<file path="src/rtl/cam_stat_pkg.sv">
package cam_stat_pkg;
   localparam int unsigned NUM_EV = 9;
   // Event slot order inside the sticky bank
   localparam int unsigned EV_OVR  = 0;
   localparam int unsigned EV_CRC  = 1;
   localparam int unsigned EV_COVF = 2;
   localparam int unsigned EV_POVF = 3;
   localparam int unsigned EV_CDN  = 4;
   localparam int unsigned EV_PDN  = 5;
   localparam int unsigned EV_VS   = 6;
   localparam int unsigned EV_SRST = 7;
   localparam int unsigned EV_DIS  = 8;
   // Status word bit each slot lands on (software decodes these)
   localparam int unsigned EV_POS [NUM_EV] = '{27, 26, 25, 24, 17, 16, 10, 2, 1};
   localparam int unsigned POS_BUSY = 19;
   localparam int unsigned POS_PEND = 8;
   localparam int unsigned POS_EN   = 0;
endpackage

</file>
<file path="src/rtl/cam_evt_sticky.sv">
module cam_evt_sticky #(
   parameter int unsigned N = 9
) (
   input  logic         clk,
   input  logic         rst_n,
   input  logic         clr,
   input  logic [N-1:0] ev,
   output logic [N-1:0] flag_q
);
   for (genvar i = 0; i < N; i++) begin : g_bit
      always_ff @(posedge clk or negedge rst_n) begin
         if (!rst_n) flag_q[i] <= 1'b0;
         else        flag_q[i] <= (flag_q[i] & ~clr) | ev[i];
      end

      AST_STICKY_HOLD: assert property (@(posedge clk) disable iff (!rst_n)
         (flag_q[i] && !clr) |=> flag_q[i]);
      AST_CLEAR_ON_READ: assert property (@(posedge clk) disable iff (!rst_n)
         (clr && !ev[i]) |=> !flag_q[i]);
      AST_EVENT_KEPT: assert property (@(posedge clk) disable iff (!rst_n)
         ev[i] |=> flag_q[i]);
   end
endmodule

</file>
<file path="src/rtl/cam_sync_busy.sv">
module cam_sync_busy #(
   parameter int unsigned SYNC_CYC = 4
) (
   input  logic clk,
   input  logic rst_n,
   input  logic req,
   output logic ack,
   output logic busy
);
   if (SYNC_CYC == 0) begin : g_none
      assign busy = 1'b0;
      assign ack  = req;
   end else begin : g_timer
      localparam int unsigned CW = $clog2(SYNC_CYC + 1);
      localparam logic [CW-1:0] LOAD = CW'(SYNC_CYC);
      logic [CW-1:0] cnt_q;

      assign busy = (cnt_q != '0);
      assign ack  = req && !busy;

      always_ff @(posedge clk or negedge rst_n) begin
         if (!rst_n)     cnt_q <= '0;
         else if (ack)   cnt_q <= LOAD;
         else if (busy)  cnt_q <= cnt_q - 1'b1;
      end

      AST_LOCKOUT: assert property (@(posedge clk) disable iff (!rst_n)
         busy |-> !ack);
      AST_BUSY_AFTER_ACK: assert property (@(posedge clk) disable iff (!rst_n)
         ack |=> busy);
   end
endmodule

</file>
<file path="src/rtl/cam_codec_pend.sv">
module cam_codec_pend (
   input  logic clk,
   input  logic rst_n,
   input  logic codec_req,
   input  logic codec_fits,
   input  logic frame_start,
   output logic pend,
   output logic go
);
   logic defer;
   assign defer = codec_req && !codec_fits;
   assign go    = pend && frame_start;

   always_ff @(posedge clk or negedge rst_n) begin
      if (!rst_n) pend <= 1'b0;
      else        pend <= defer | (pend & ~frame_start);
   end

   AST_PEND_CAUSE: assert property (@(posedge clk) disable iff (!rst_n)
      $rose(pend) |-> $past(codec_req && !codec_fits));
   AST_PEND_RELEASE: assert property (@(posedge clk) disable iff (!rst_n)
      (pend && frame_start && !defer) |=> !pend);
endmodule

</file>
<file path="src/rtl/cam_status_reg.sv">
module cam_status_reg
   import cam_stat_pkg::*;
#(
   parameter int unsigned ADDR_W      = 8,
   parameter int unsigned STAT_OFFSET = 'h28,
   parameter int unsigned SYNC_CYC    = 4,
   parameter int unsigned DATA_W      = 32
) (
   input  logic              clk,
   input  logic              rst_n,
   input  logic              rd_strobe,
   input  logic [ADDR_W-1:0] rd_addr,
   output logic [31:0]       rd_data,
   input  logic              mod_enable,
   input  logic              ev_vsync,
   input  logic              fifo_flushing,
   input  logic              crc_fix_en,
   input  logic              crc_err,
   input  logic              prv_wr,
   input  logic              prv_full,
   input  logic              cdc_wr,
   input  logic              cdc_full,
   input  logic              prv_done,
   input  logic              cdc_done,
   input  logic              srst_done,
   input  logic              dis_done,
   input  logic              chan_req,
   output logic              chan_ack,
   input  logic              codec_req,
   input  logic              codec_fits,
   output logic              codec_go,
   output logic              frame_skip,
   output logic              frame_drop
);
   if (DATA_W != 32) begin : g_bad_width
      $error("cam_status_reg: status word must be 32 bits");
   end
   if (ADDR_W < 6 || STAT_OFFSET >= (1 << ADDR_W)) begin : g_bad_addr
      $error("cam_status_reg: offset does not fit the address width");
   end

   logic              rd_hit;
   logic [NUM_EV-1:0] ev;
   logic [NUM_EV-1:0] flags;
   logic              busy, pend;
   logic [31:0]       word;

   assign rd_hit     = rd_strobe && (rd_addr == ADDR_W'(STAT_OFFSET));
   assign frame_skip = ev_vsync && fifo_flushing;
   assign frame_drop = crc_err && crc_fix_en;

   always_comb begin
      ev           = '0;
      ev[EV_OVR]   = frame_skip;
      ev[EV_CRC]   = frame_drop;
      ev[EV_COVF]  = cdc_wr && cdc_full;
      ev[EV_POVF]  = prv_wr && prv_full;
      ev[EV_CDN]   = cdc_done;
      ev[EV_PDN]   = prv_done;
      ev[EV_VS]    = ev_vsync;
      ev[EV_SRST]  = srst_done;
      ev[EV_DIS]   = dis_done;
   end

   cam_evt_sticky #(.N(NUM_EV)) u_sticky (
      .clk(clk), .rst_n(rst_n), .clr(rd_hit), .ev(ev), .flag_q(flags));

   cam_sync_busy #(.SYNC_CYC(SYNC_CYC)) u_busy (
      .clk(clk), .rst_n(rst_n), .req(chan_req), .ack(chan_ack), .busy(busy));

   cam_codec_pend u_pend (
      .clk(clk), .rst_n(rst_n), .codec_req(codec_req), .codec_fits(codec_fits),
      .frame_start(ev_vsync), .pend(pend), .go(codec_go));

   always_comb begin
      word = '0;
      for (int i = 0; i < NUM_EV; i++) word[EV_POS[i]] = flags[i];
      word[POS_BUSY] = busy;
      word[POS_PEND] = pend;
      word[POS_EN]   = mod_enable;
   end

   assign rd_data = rd_hit ? word : 32'h0;

   AST_OVR_QUALIFIED: assert property (@(posedge clk) disable iff (!rst_n)
      $rose(word[27]) |-> $past(ev_vsync && fifo_flushing));
   AST_CRC_QUALIFIED: assert property (@(posedge clk) disable iff (!rst_n)
      $rose(word[26]) |-> $past(crc_err && crc_fix_en));
   AST_MISS_READS_ZERO: assert property (@(posedge clk) disable iff (!rst_n)
      !rd_hit |-> (rd_data == 32'h0));
   AST_LIVE_ENABLE: assert property (@(posedge clk) disable iff (!rst_n)
      rd_hit |-> (rd_data[0] == mod_enable));
endmodule

</file>
<file path="config.mk">
export PLATFORM = sky130hd
export DESIGN_NAME = cam_status_reg
export DESIGN_NICKNAME = d
export VERILOG_FILES = /design/src/rtl/cam_stat_pkg.sv /design/src/rtl/cam_evt_sticky.sv /design/src/rtl/cam_sync_busy.sv /design/src/rtl/cam_codec_pend.sv /design/src/rtl/cam_status_reg.sv
export SDC_FILE = /design/constraint.sdc
export NUM_CORES = 1
export LEC_CHECK = 0
export CELL_PAD_IN_SITES_DETAIL_PLACEMENT = 0
export CELL_PAD_IN_SITES_GLOBAL_PLACEMENT = 2
export CORE_MARGIN = 2
export CORE_UTILIZATION = 34
export CTS_CLUSTER_SIZE = 24
export DETAILED_ROUTE_END_ITERATION = 16
export DONT_BUFFER_PORTS = 1
export PLACE_DENSITY_LB_ADDON = 0.1
export SKIP_CTS_REPAIR_TIMING = 1
export SLEW_MARGIN = 15
export SYNTH_ARGS = -nofsm -noshare
export SYNTH_HDL_FRONTEND = slang
export SYNTH_SLANG_ARGS = --single-unit
</file>
<file path="constraint.sdc">
create_clock -name clk -period 2 [get_ports clk]
set_clock_uncertainty 0.15 [all_clocks]
set_input_delay 0.2 -clock clk [delete_from_list [all_inputs] [get_ports clk]]
set_output_delay 0.2 -clock clk [all_outputs]
set_load 0.005 [all_outputs]
</file>
* After elaboration in Yosys (flattened, before gate mapping)
Index checks and enable logic that the tools add are counted.
Cells by class: add/sub/neg operators 1, equal/unequal tests 1, muxes and demuxes 3, bitwise operators 22, reduce and logical (&&, ||, !) cells 12
Operator list (number):
- two-way mux 28 bit | 1
- bitwise AND 1 bit | 10
- OR 1 bit | 10
- equality test 8 x 6 -> 1 bit, second input constant | 1
- logical AND 1 bit | 8
- two-way mux 3 bit | 2
- nonzero test 3 bit | 1
- subtractor 3 x 1 -> 3 bit, second input constant | 1
- zero test 1 bit | 2
- inverter 1 bit | 2
- nonzero test 2 bit | 1
Word-level totals: flip-flop bits (word level) 13, input bits 27, output and inout bits 36, logic and storage cells 50

* Logic depth before layout (Yosys ltp)
depth after elaboration 5, mapped depth 5, gate-level depth less buffers 5

* Hierarchy
Synthesis repeated with hierarchy kept, for this count alone.
Unflattened totals: cells, all modules 97, area, all modules 1004.7 µm²
Modules (own cells, without submodules):
- cam_status_reg | instances 1, cells an instance 57, area an instance 471.7 µm², sequential area each 0.0 µm²
- cam_evt_sticky | instances 1, cells an instance 19, area an instance 296.5 µm², sequential area each 225.2 µm²
- cam_sync_busy | instances 1, cells an instance 16, area an instance 183.9 µm², sequential area each 75.1 µm²
- cam_codec_pend | instances 1, cells an instance 5, area an instance 52.6 µm², sequential area each 25.0 µm²

* Worst setup path before layout
Ideal clock, no wire load.
kind register to output, start point register u_busy.g_timer.cnt_q[0], end point output port chan_ack, arrival 1.031 ns, required time 1.650 ns, path slack 0.619 ns, cell stages (with the launch flop) 5, path buffers 0, path through dfrtp_1 -> inv_1 -> ha_1 -> nor2b_1 -> and2_1
On the way: longest elaborated chain between the ends 3
RTL lines:
- start, declared | line cam_sync_busy.sv:16 | logic [CW-1:0] cnt_q;
- start signal, assigned | line cam_sync_busy.sv:24 | else if (busy) cnt_q <= cnt_q - 1'b1;
- nonzero test 3 bit | line cam_sync_busy.sv:18 | assign busy = (cnt_q != '0);
- zero test 1 bit | line cam_sync_busy.sv:19 | assign ack = req && !busy;
- logical AND 1 bit | line cam_sync_busy.sv:19
- end, declared | line cam_status_reg.sv:28 | output logic chan_ack,
Every way passes these cells.

* Worst setup path in the final report
Same ends and word-level chain as after synthesis.

==> reports/results.ini <==
[global_route]
grt_pass1_vias = 422
use_met2_pct = 15.8
track_usage_pct = 9.14
grt_util_met3_pct = 4.52
busiest_layer = met2
grt_pass1_wl_um = 1810
overflow = 0
antenna_found_initial = 0
met1_usage_pct = 9.22
grt_max_degree = 14

[pwr]
vdd_drop_max_v = 0.000314
power.total_mw = 0.624
swShare_pct = 28.5
p_comb_share_pct = 24.2
switching_power_mw = 0.178
power.share.sequential_pct = 51.1
p_leak_nw = 0.412
p_int_mw = 0.446
power.density_nw_per_um2 = 686
clkPwrFrac_pct = 24.7

[floorplanning]
core_um2 = 2230
die_h_um = 53.0
dieArea_um2 = 2810
rows = 17
die_width_um = 53.0
io_pins = 63
start_util_pct = 36.5

[detailed_routing]
drc = 0
drt_iter0_markers = 1
wl_um = 1360
vias = 533
first_pass_iters = 2
wl_per_cell_um = 11.2
drtAntennaViolNets = 0
avgViaCountPerCell = 4.37

[synth]
muxShareOfSynthArea_pct = 0
ys_ff_latch = 13
seq_area_frac_synth_pct = 39.9
synth_cells = 80
syn_area_um2 = 816
yosys-top-cells-area = dfrtp_1 (40%), buf_4 (19%), and2_1 (11%), a21o_1 (6.4%), ha_1 (3.1%)
synth.avg_cell_area_um2 = 10.2
synthAdderAreaFrac_pct = 3.07
synth_top_area_cell = dfrtp_1
yosys.area_share.simple_pct = 21.9
synth-xor-area-share_pct = 0
ys.warnings.count = 0
synth_top_family_by_area = buffers and inverters
yosys.area.top_type_share_pct = 39.9
synth-compound-area-share_pct = 12.1
yosys.cell_types.count = 20

[worst_hold_path]
holdCritPathClass = primary input to flop

[place]
placed_cell_area_um2 = 753
dpl.hpwl_um = 1010
dp.cells = 105
port_buffers = 0
gp_congestion = 0.624

[timing]
whs_ns = 0.0362
slew_viol_final = 0
fmaxAchievable_ghz = 0.555
finalCritPeriodShare_pct = 90.0
fin_crit_ns = 1.80
hold_viol = 0
worst_pin_slew_ns = 0.590
setup_viol = 0
fin_setup_tns_ns = 0
rsz0062_at_grt = no
relSlewSlack_pct = 60.5

[layout]
final_common_cell = conb_1
diodes = 0
fin_area_um2 = 910
most-common-layout-cells = conb_1 (20), and2_1 (14), dlygate4sd3_1 (13), dfrtp_1 (13), a21o_1 (7)
nets = 124
syn_to_final_growth_pct = 11.5
fin_cells = 122
drive_above_1_share_pct = 5.32

[worst_setup_path]
crit_type = flop to output port
critPathArrivalTime_ns = 1.45
path_max_fanout = 6
crit_required_ns = 1.65
end_kind = output port
cp-start-kind = flop

[clocking]
root_buffer = clkbuf_4
h-tree-depth = 1
cts_buffers = 3
clock_path_buffers = 2
clock_latency_ns = 0.26
cts.sinks = 13
clk_pin_slew_worst_paths_ns = 0.07
cts_tree = done

[job]
drv_cap = 0

[outcome]
status = completed

==> flip-flops by register name, indices dropped and copies added (netlist names) <==
signal	count
u_busy.g_timer.cnt_q	3
u_sticky.flag_q	9
u_pend.pend	1
==> kinds of logic after synthesis <==
group                    Yosys count
buffers and inverters             26
flip-flops                        13
other                              1
AND/OR/NAND/NOR                   24
adder cells (fa/ha/maj)            2
AO/OA/AOI/OAI                     14
==> worst max-delay path, cell delays in order, from the launching register on <==
cell and delay (ns):
dfrtp_1 0.39, inv_1 0.08, ha_1 0.18, nor2b_1 0.34, and2_1 0.20
==> Yosys cell counts, drive strengths merged <==
cell type,count
o21ai,2
nand4b,1
inv,4
and2,14
ha,2
and4b,1
dfrtp,13
a211oi,1
a21oi,1
a22o,2
nor3b,1
a21o,7
o22ai,1
nor4b,1
nor2b,2
buf,22
conb,1
nor2,2
nand3b,2
==> final cells by class <==
type	count	area (um^2)
Fill cell	222	1320
Multi-Input combinational cell	60	378
Sequential cell	13	325
Timing Repair Buffer	13	130
Tap cell	28	35.0
Clock buffer	4	26.3
Inverter	4	15.0
==> stage by stage <==
stage | setup slack, ns | utilization (%)
2_1_floorplan | 0.619 | -
3_3_place_gp | 0.509 | 33.7
3_5_place_dp | 0.472 | 33.7
4_1_cts | 0.160 | 34.9
5_1_grt | 0.0621 | 40.7
6_report | 0.199 | 40.7
==> path summary, 6_finish.rpt <==
| kind | cells past startpoint | end | slack (ns) | startpoint |
|---|---|---|---|---|
| worst min-delay path | 2 | u_sticky.flag_q[1] | 0.04 | crc_fix_en |
| max in group asynchronous | 1 | u_busy.g_timer.cnt_q[2] | 1.09 | rst_n |
| min in group asynchronous | 1 | u_sticky.flag_q[1] | 0.22 | rst_n |
| worst max register to register | 5 | u_busy.g_timer.cnt_q[1] | 0.57 | u_busy.g_timer.cnt_q[0] |
| worst max-delay path | 4 | chan_ack | 0.20 | u_busy.g_timer.cnt_q[0] |
| worst min register to register | 1 | u_sticky.flag_q[4] | 0.32 | u_sticky.flag_q[4] |
==> power by group through the flow <==
stage,Combinational (mW),Sequential (mW),Clock [mW]
3_5_place_dp,0.128,0.324,0
3_3_place_gp,0.124,0.323,0
2_1_floorplan,0.137,0.320,0
5_1_grt,0.175,0.323,0.181
4_1_cts,0.129,0.319,0.167
6_report,0.151,0.319,0.154
==> routing by layer <==
layer	wire length [um]	vias to the layer above	part of all wire [%]
li1	-	257	-
met1	551	233	40
met2	612	41	45
met3	181	2	13
met4	17	0	1.2
met5	0	-	0
Power figures use the tool's default switching activity.
